$ cat src/rtl/shf_pkg.sv
package shf_pkg;

  typedef enum logic [1:0] {
    SHF_LEFT  = 2'd0,
    SHF_LRGT  = 2'd1,
    SHF_ARGT  = 2'd2
  } shf_mode_e;

  function automatic shf_mode_e shf_decode(input logic right, input logic sign_ext);
    if (!right)       return SHF_LEFT;
    else if (sign_ext) return SHF_ARGT;
    else               return SHF_LRGT;
  endfunction

endpackage

$ cat src/rtl/shf_reverse.sv
module shf_reverse #(
  parameter int WIDTH = 16
) (
  input  logic             en,
  input  logic [WIDTH-1:0] din,
  output logic [WIDTH-1:0] dout
);

  logic [WIDTH-1:0] mirrored;

  for (genvar i = 0; i < WIDTH; i++) begin : g_bit
    assign mirrored[i] = din[WIDTH-1-i];
  end

  assign dout = en ? mirrored : din;

endmodule

$ cat src/rtl/shf_layer.sv
module shf_layer #(
  parameter int WIDTH = 16,
  parameter int SHIFT = 1
) (
  input  logic             en,
  input  logic             fill,
  input  logic [WIDTH-1:0] din,
  output logic [WIDTH-1:0] dout
);

  logic [WIDTH-1:0] moved;

  assign moved = {din[WIDTH-1-SHIFT:0], {SHIFT{fill}}};
  assign dout  = en ? moved : din;

endmodule

$ cat src/rtl/shf_barrel.sv
module shf_barrel
  import shf_pkg::*;
#(
  parameter int WIDTH = 16
) (
  input  logic             clk,
  input  logic             rst,
  input  logic [WIDTH-1:0] op_a,
  input  logic [WIDTH-1:0] op_b,
  input  logic             dir_right,
  input  logic             arith,
  input  logic             out_en,
  output logic [WIDTH-1:0] res_q,
  output logic             drive_q,
  output logic             carry_q
);

  localparam int AMT_W = $clog2(WIDTH);

  shf_mode_e        mode;
  logic             mirror;
  logic             fill_bit;
  logic [AMT_W-1:0] amt;
  logic [WIDTH-1:0] pre_core;
  logic [WIDTH-1:0] post_core;
  logic [WIDTH-1:0] result;
  logic [WIDTH-1:0] stage [AMT_W+1];
  logic             unused_hi;

  assign mode      = shf_decode(dir_right, arith);
  assign mirror    = (mode != SHF_LEFT);
  assign fill_bit  = (mode == SHF_ARGT) ? op_a[WIDTH-1] : 1'b0;
  assign amt       = op_b[AMT_W-1:0];
  assign unused_hi = ^op_b[WIDTH-1:AMT_W];

  shf_reverse #(.WIDTH(WIDTH)) u_rev_in (
    .en   (mirror),
    .din  (op_a),
    .dout (pre_core)
  );

  assign stage[0] = pre_core;

  for (genvar i = 0; i < AMT_W; i++) begin : g_layer
    shf_layer #(.WIDTH(WIDTH), .SHIFT(1 << i)) u_layer (
      .en   (amt[i]),
      .fill (fill_bit),
      .din  (stage[i]),
      .dout (stage[i+1])
    );
  end

  assign post_core = stage[AMT_W];

  shf_reverse #(.WIDTH(WIDTH)) u_rev_out (
    .en   (mirror),
    .din  (post_core),
    .dout (result)
  );

  always_ff @(posedge clk) begin
    if (rst) begin
      res_q   <= '0;
      drive_q <= 1'b0;
      carry_q <= 1'b0;
    end else begin
      res_q   <= out_en ? result : '0;
      drive_q <= out_en;
      carry_q <= 1'b0;
    end
  end

  AST_RESET_CLEAR: assert property (@(posedge clk)
    $past(rst) |-> (res_q == '0 && !drive_q && !carry_q));

  AST_IDLE_QUIET: assert property (@(posedge clk) disable iff (rst)
    (!$past(rst) && !$past(out_en)) |-> (res_q == '0 && !drive_q));

  AST_ZERO_PASS: assert property (@(posedge clk) disable iff (rst)
    (!$past(rst) && $past(out_en) && $past(op_b[AMT_W-1:0]) == '0)
      |-> res_q == $past(op_a));

  AST_SIGN_KEPT: assert property (@(posedge clk) disable iff (rst)
    (!$past(rst) && $past(out_en) && $past(dir_right) && $past(arith))
      |-> res_q[WIDTH-1] == $past(op_a[WIDTH-1]));

  AST_SRL_TOP_ZERO: assert property (@(posedge clk) disable iff (rst)
    (!$past(rst) && $past(out_en) && $past(dir_right) && !$past(arith)
      && $past(op_b[AMT_W-1:0]) != '0) |-> !res_q[WIDTH-1]);

  AST_SLL_LSB_ZERO: assert property (@(posedge clk) disable iff (rst)
    (!$past(rst) && $past(out_en) && !$past(dir_right)
      && $past(op_b[AMT_W-1:0]) != '0) |-> !res_q[0]);

endmodule

$ cat config.mk
export PLATFORM = sky130hd
export DESIGN_NAME = shf_barrel
export DESIGN_NICKNAME = d
export VERILOG_FILES = /design/src/rtl/shf_pkg.sv /design/src/rtl/shf_reverse.sv /design/src/rtl/shf_layer.sv /design/src/rtl/shf_barrel.sv
export SDC_FILE = /design/constraint.sdc
export NUM_CORES = 1
export LEC_CHECK = 0
export ABC_CLOCK_PERIOD_IN_PS = 2640
export BUFFER_PORTS_ARGS = -buffer_cell sky130_fd_sc_hd__buf_4
export CAP_MARGIN = 5
export CORE_MARGIN = 2
export CORE_UTILIZATION = 56
export CTS_CLUSTER_DIAMETER = 80
export DETAILED_ROUTE_END_ITERATION = 7
export PLACE_DENSITY_LB_ADDON = 0.25
export RECOVER_POWER = 25
export SYNTH_ARGS = -nofsm -noshare
export SYNTH_HDL_FRONTEND = slang
export SYNTH_SLANG_ARGS = --single-unit
$ cat constraint.sdc
create_clock -name clk -period 2.64 [get_ports clk]
set_input_delay 0.264 -clock clk [delete_from_list [all_inputs] [get_ports clk]]
set_output_delay 0.264 -clock clk [all_outputs]
set_load 0.01 [all_outputs]
# After elaboration in Yosys (flattened, before gate mapping)
# Index checks and enable logic that the tools add are counted.
[totals]
ff_bits = 17
output_inout_bits = 18
word_cells = 15
[op_classes]
eq_ne = 1
mux = 9
bitwise_logic = 1
n_reduce_logical = 2
[ops]
columns = ["cell", "n"]
rows = [
  ["2-to-1 mux 16 bit", 6],
  ["2-to-1 mux 2 bit", 2],
  ["== test 2 bit, second input constant", 1],
  ["nonzero test 2 bit", 1],
  ["OR reduction 2 bit", 1],
  ["2-to-1 mux 1 bit", 1],
  ["NOT 1 bit", 1],
]

# Logic depth before layout (Yosys ltp)
[depth]
depth_word = 9
mapped_depth = 8
ltp_nobuf = 5

# Cells and area by module
# Synthesis repeated with hierarchy kept, for this count alone.
[hier_totals]
hier_cells = 148
area_unflattened_um2 = 2020.7
[by_module_without_submodules]
columns = ["mod", "instances", "cells_per_inst", "area_each_um2"]
rows = [
  ["shf_layer", 4, 18, 249.0],
  ["shf_barrel", 1, 40, 526.8],
  ["shf_reverse", 2, 18, 249.0],
]

# Least setup slack after synthesis
# No wires, ideal clock.
[synth_path]
path_type = "input -> register"
startpoint = "in dir_right"
endpoint = "reg res_q[9]"
setup_time_ps = 130
t_arrival_ps = 1625
required_time_ps = 2510
path_slack_ps = 885
cell_stages = 6
n_path_buf = 1
path_cell_list = "buf_6 -> mux4_2 -> a221oi_2 -> and2_1 -> o311a_1 -> a211oi_1"
[synth_between]
elab_chain_cells = 8
word_cells_on_any_way = 10
[synth_lines]
columns = ["item", "line", "rtl"]
rows = [
  ["start: declaration", "shf_barrel.sv:10", "input logic dir_right,"],
  ["2-to-1 mux 2 bit *", "shf_pkg.sv:10", "if (!right) return SHF_LEFT;"],
  ["== test 2 bit or nonzero test 2 bit (tied branches)", "shf_barrel.sv:32, shf_barrel.sv:31", ""],
  ["2-to-1 mux 1 bit or 2-to-1 mux 16 bit (tied branches)", "shf_barrel.sv:32, shf_reverse.sv:15", ""],
  ["2-to-1 mux 16 bit (4 in a row)", "shf_layer.sv:14", "assign dout = en ? moved : din;"],
  ["2-to-1 mux 16 bit *", "shf_reverse.sv:15", "assign dout = en ? mirrored : din;"],
  ["end signal: assignment", "shf_barrel.sv:67", "res_q <= out_en ? result : '0;"],
  ["end: declaration", "shf_barrel.sv:13", "output logic [WIDTH-1:0] res_q,"],
]
# Mark *: on every way between the ends. The rest lies on a longest branch, timed or not.
# A chain may end at the register's enable or synchronous reset.

# Worst setup path after layout
# Ends and elaborated chain as after synthesis.

==> metrics.log <==
[metrics] number of nets at the end of the flow: 268
[metrics] final period utilization: 0.735
[metrics] maximum number of pins on one net before global-route repair: 26
[metrics] layout cell share with drive strength beyond 1: 0.265
[metrics] first-pass GRT wire length: 7860 µm
[metrics] Netlist cell types: 49
[metrics] floorplan die area: 3740 µm²
[metrics] slew at the pin closest to its max-slew limit: 0.541 ns
[metrics] number of enable-type register cells in the synthesized netlist: 0
[metrics] total I/O pin count: 55
[metrics] power consumption: 724 µW
[metrics] cell type with the largest total area after synthesis: sky130_fd_sc_hd__dfxtp_1
[metrics] Die Width: 61.2 µm
[metrics] internal power: 475 µW
[metrics] Synth Net Count: 239
[metrics] critical path start-end classification: in2reg
[metrics] overall overflow remaining after global route: 0
[metrics] area fraction of the dominant cell type after synthesis: 0.186
[metrics] number of maximum-capacitance constraint violations: 0
[metrics] endpoint with the worst hold slack: res_q[7]$_SDFF_PP0_
[metrics] number of port buffers: 41
[metrics] synthesized-area fraction occupied by ao, oa, aoi and oai cells: 0.225
[metrics] Max FO, Critical Path: 25
[metrics] required time at the worst-slack endpoint: 2.79 ns
[metrics] number of CTS-inserted buffers: 3
[metrics] initial antenna violation count: 0
[metrics] Switching Fraction: 0.343
[metrics] reported net switching power: 248 µW
[metrics] DRC Markers: 0
[metrics] routed via count divided by cell count: 6.46
[metrics] netlist area before placement: 1830 µm²
[metrics] HPWL after DPL: 3660 µm
[metrics] deepest clock path buffer count: 2
[metrics] total routing usage reported by global routing: 0.280
[metrics] worst max-slew margin expressed relative to the limit: 0.629
[metrics] Mapped Cells: 202
[metrics] number of global-route vias before repair: 1604
[metrics] H-Tree Level Count: 1
[metrics] critical path launch point type: primary input
[metrics] number of setup violations in the final report: 0
[metrics] min Tclk post-route: 1.94 ns
[metrics] number of cell rows: 20
[metrics] Final Hold Slack: 0.402 ns
[metrics] unrepaired setup endpoints after global routing: no
[metrics] main combinational cell family by area after synthesis: multiplexers
[metrics] routed wire length: 4670 µm
[metrics] leakage: 0.000854 µW
[metrics] adder-cell share of the synthesized area: 0
[metrics] final setup margin: 0.700 ns
[metrics] FFs w/ async S/R, synth: 0
[metrics] per-instance average area after synthesis: 9.07 µm²
[metrics] Post-CTS Setup Inserts: 0
[metrics] area of the core: 3080 µm²
[metrics] kind of path behind the tightest hold check: in2reg
[metrics] Clock Power Share: 0.176
[metrics] Avg WL per Cell: 17.0 µm
[metrics] yosys warns: 0
[metrics] count of clock tree sinks: 17
[metrics] most repeated cell in the gate-level netlist after synthesis: sky130_fd_sc_hd__mux2i_1
[metrics] DIE HEIGHT: 61.2 µm
[metrics] CP Data Arrival Time: 2.09 ns
[metrics] number of buffers inserted for hold repair after clock tree synthesis: 0
[metrics] post-synthesis sequential element count: 17
[metrics] clock root cell: sky130_fd_sc_hd__clkbuf_4
[metrics] count of nets left with antenna violations after detail routing: 0
[metrics] number of instances resized during post-cts repair: 0
[metrics] final total negative setup slack: 0 ns
[metrics] proportion of synthesized area in mux cells: 0.367
[metrics] Clock Pin Slew Worst Setup and Hold Paths: 0.08 ns
[metrics] worst ir drop on vdd: 0.185 mV
[metrics] outcome: completed
[metrics] fin. max-slew vios: 0
[metrics] antenna fix cells: 0
[metrics] Hold Path Cell Cnt: 3
[metrics] Final Hold Violating Endpoints: 0
[metrics] fraction of synthesized cell area in xor and xnor cells: 0.00478
[metrics] biggest area contributors in the synthesized netlist: sky130_fd_sc_hd__dfxtp_1 19%, sky130_fd_sc_hd__mux4_2 15%, sky130_fd_sc_hd__mux2i_1 13%
[metrics] combinational group share of total power: 0.448
[metrics] via count of the routed design: 1771
[metrics] clock tree from TritonCTS: built
[metrics] areal power density over the cells: 346 nW/µm²
[metrics] Initial DRC Count: 96
[metrics] Setup crit end kind: flop
[metrics] Worst Setup Slack post-DPL: 0.451 ns
[metrics] synthesis-to-layout area growth: 14.2%
[metrics] maximum clock frequency: 515 MHz
[metrics] GP Congestion: 0.906
[metrics] synth cell count leaders: 24 x sky130_fd_sc_hd__mux2i_1, 18 x sky130_fd_sc_hd__nor2_1, 17 x sky130_fd_sc_hd__dfxtp_1, 16 x sky130_fd_sc_hd__a21oi_1, 14 x sky130_fd_sc_hd__o21ai_0
[metrics] Hold Startpoint: out_en
[metrics] Synth Flop Type: sky130_fd_sc_hd__dfxtp_1
[metrics] post-synthesis sequential area ratio: 0.186
[metrics] starting utilization of the core area: 0.595
[metrics] post-layout util: 0.680
[metrics] simple logic cell fraction of the synthesized area: 0.139
[metrics] power share of the sequential group: 0.376
[metrics] number of optimization iterations in the first detailed-route pass: 4
==> cell usage in the layout, fill, tap and decap left out, types with 4 or more instances in the layout <==
cell type	count
sky130_fd_sc_hd__a211oi_1	4
sky130_fd_sc_hd__a21oi_1	16
sky130_fd_sc_hd__a31oi_1	4
sky130_fd_sc_hd__buf_4	35
sky130_fd_sc_hd__clkbuf_1	8
sky130_fd_sc_hd__clkbuf_4	4
sky130_fd_sc_hd__dfxtp_1	17
sky130_fd_sc_hd__inv_1	5
sky130_fd_sc_hd__mux2_2	5
sky130_fd_sc_hd__mux2i_1	24
sky130_fd_sc_hd__mux4_1	4
sky130_fd_sc_hd__mux4_2	12
sky130_fd_sc_hd__nand2_1	10
sky130_fd_sc_hd__nor2_1	18
sky130_fd_sc_hd__nor3_1	4
sky130_fd_sc_hd__o21ai_0	14
sky130_fd_sc_hd__o31ai_1	4
==> power groups by stage <==
stage	Sequential, µW	Combinational, µW	Clock (µW)
2_1_floorplan	286	220	0
3_3_place_gp	279	315	0
3_5_place_dp	279	323	0
4_1_cts	273	324	129
5_1_grt	274	352	139
6_report	272	324	127
==> sequential cells by signal (all words and copies together) (netlist names) <==
| name | flops |
|---|---|
| drive_q | 1 |
| res_q | 16 |
==> through the flow <==
stage | area, µm² | cells
2_1_floorplan | 1830 | 202
3_3_place_gp | 2090 | 270
3_5_place_dp | 2090 | 270
4_1_cts | 2120 | 274
5_1_grt | 2090 | 274
6_report | 2090 | 274
==> cell families (layout without fill, tap and decap cells) <==
group | after synthesis | after routing
other cells | 1 | 1
compound gates | 61 | 61
xor+xnor | 1 | 1
flops | 17 | 17
simple gates | 52 | 52
buf+inv | 25 | 53
mux | 45 | 45
==> worst max-delay path: stages <==
cell	delay, ns
sky130_fd_sc_hd__buf_4	0.33
sky130_fd_sc_hd__mux4_2	0.61
sky130_fd_sc_hd__a221oi_2	0.46
sky130_fd_sc_hd__and2_1	0.21
sky130_fd_sc_hd__o311a_1	0.17
sky130_fd_sc_hd__a211oi_1	0.05
==> area by class of cell <==
type                            instances  area [µm²]
Clock buffer                            4        26.3
Fill cell                             257         986
Inverter                                6        22.5
Multi-Input combinational cell        160        1350
Sequential cell                        17         340
Tap cell                               44        55.1
Timing Repair Buffer                   43         297
==> per-layer routing <==
metal | GRT usage | vias to the layer above | wire (µm)
met5 | 0 | - | 0
met4 | 0.106 | 0 | 75
met3 | 0.0189 | 8 | 250
met2 | 0.480 | 81 | 2370
met1 | 0.371 | 842 | 1970
li1 | - | 840 | -
==> worst max path at each step <==
stage                          from              endpoint  slack, ns  cells past startpoint
after global routing      dir_right  res_q[11]$_SDFF_PP0_       0.55                      7
after floorplan           dir_right   res_q[9]$_SDFF_PP0_       0.88                      6
after detailed placement  dir_right   res_q[9]$_SDFF_PP0_       0.45                      6
final                     dir_right   res_q[9]$_SDFF_PP0_       0.70                      6
after CTS                 dir_right   res_q[9]$_SDFF_PP0_       0.73                      7
after global placement    dir_right   res_q[9]$_SDFF_PP0_       0.46                      6
No activity file was read; power rests on OpenSTA's default activity.
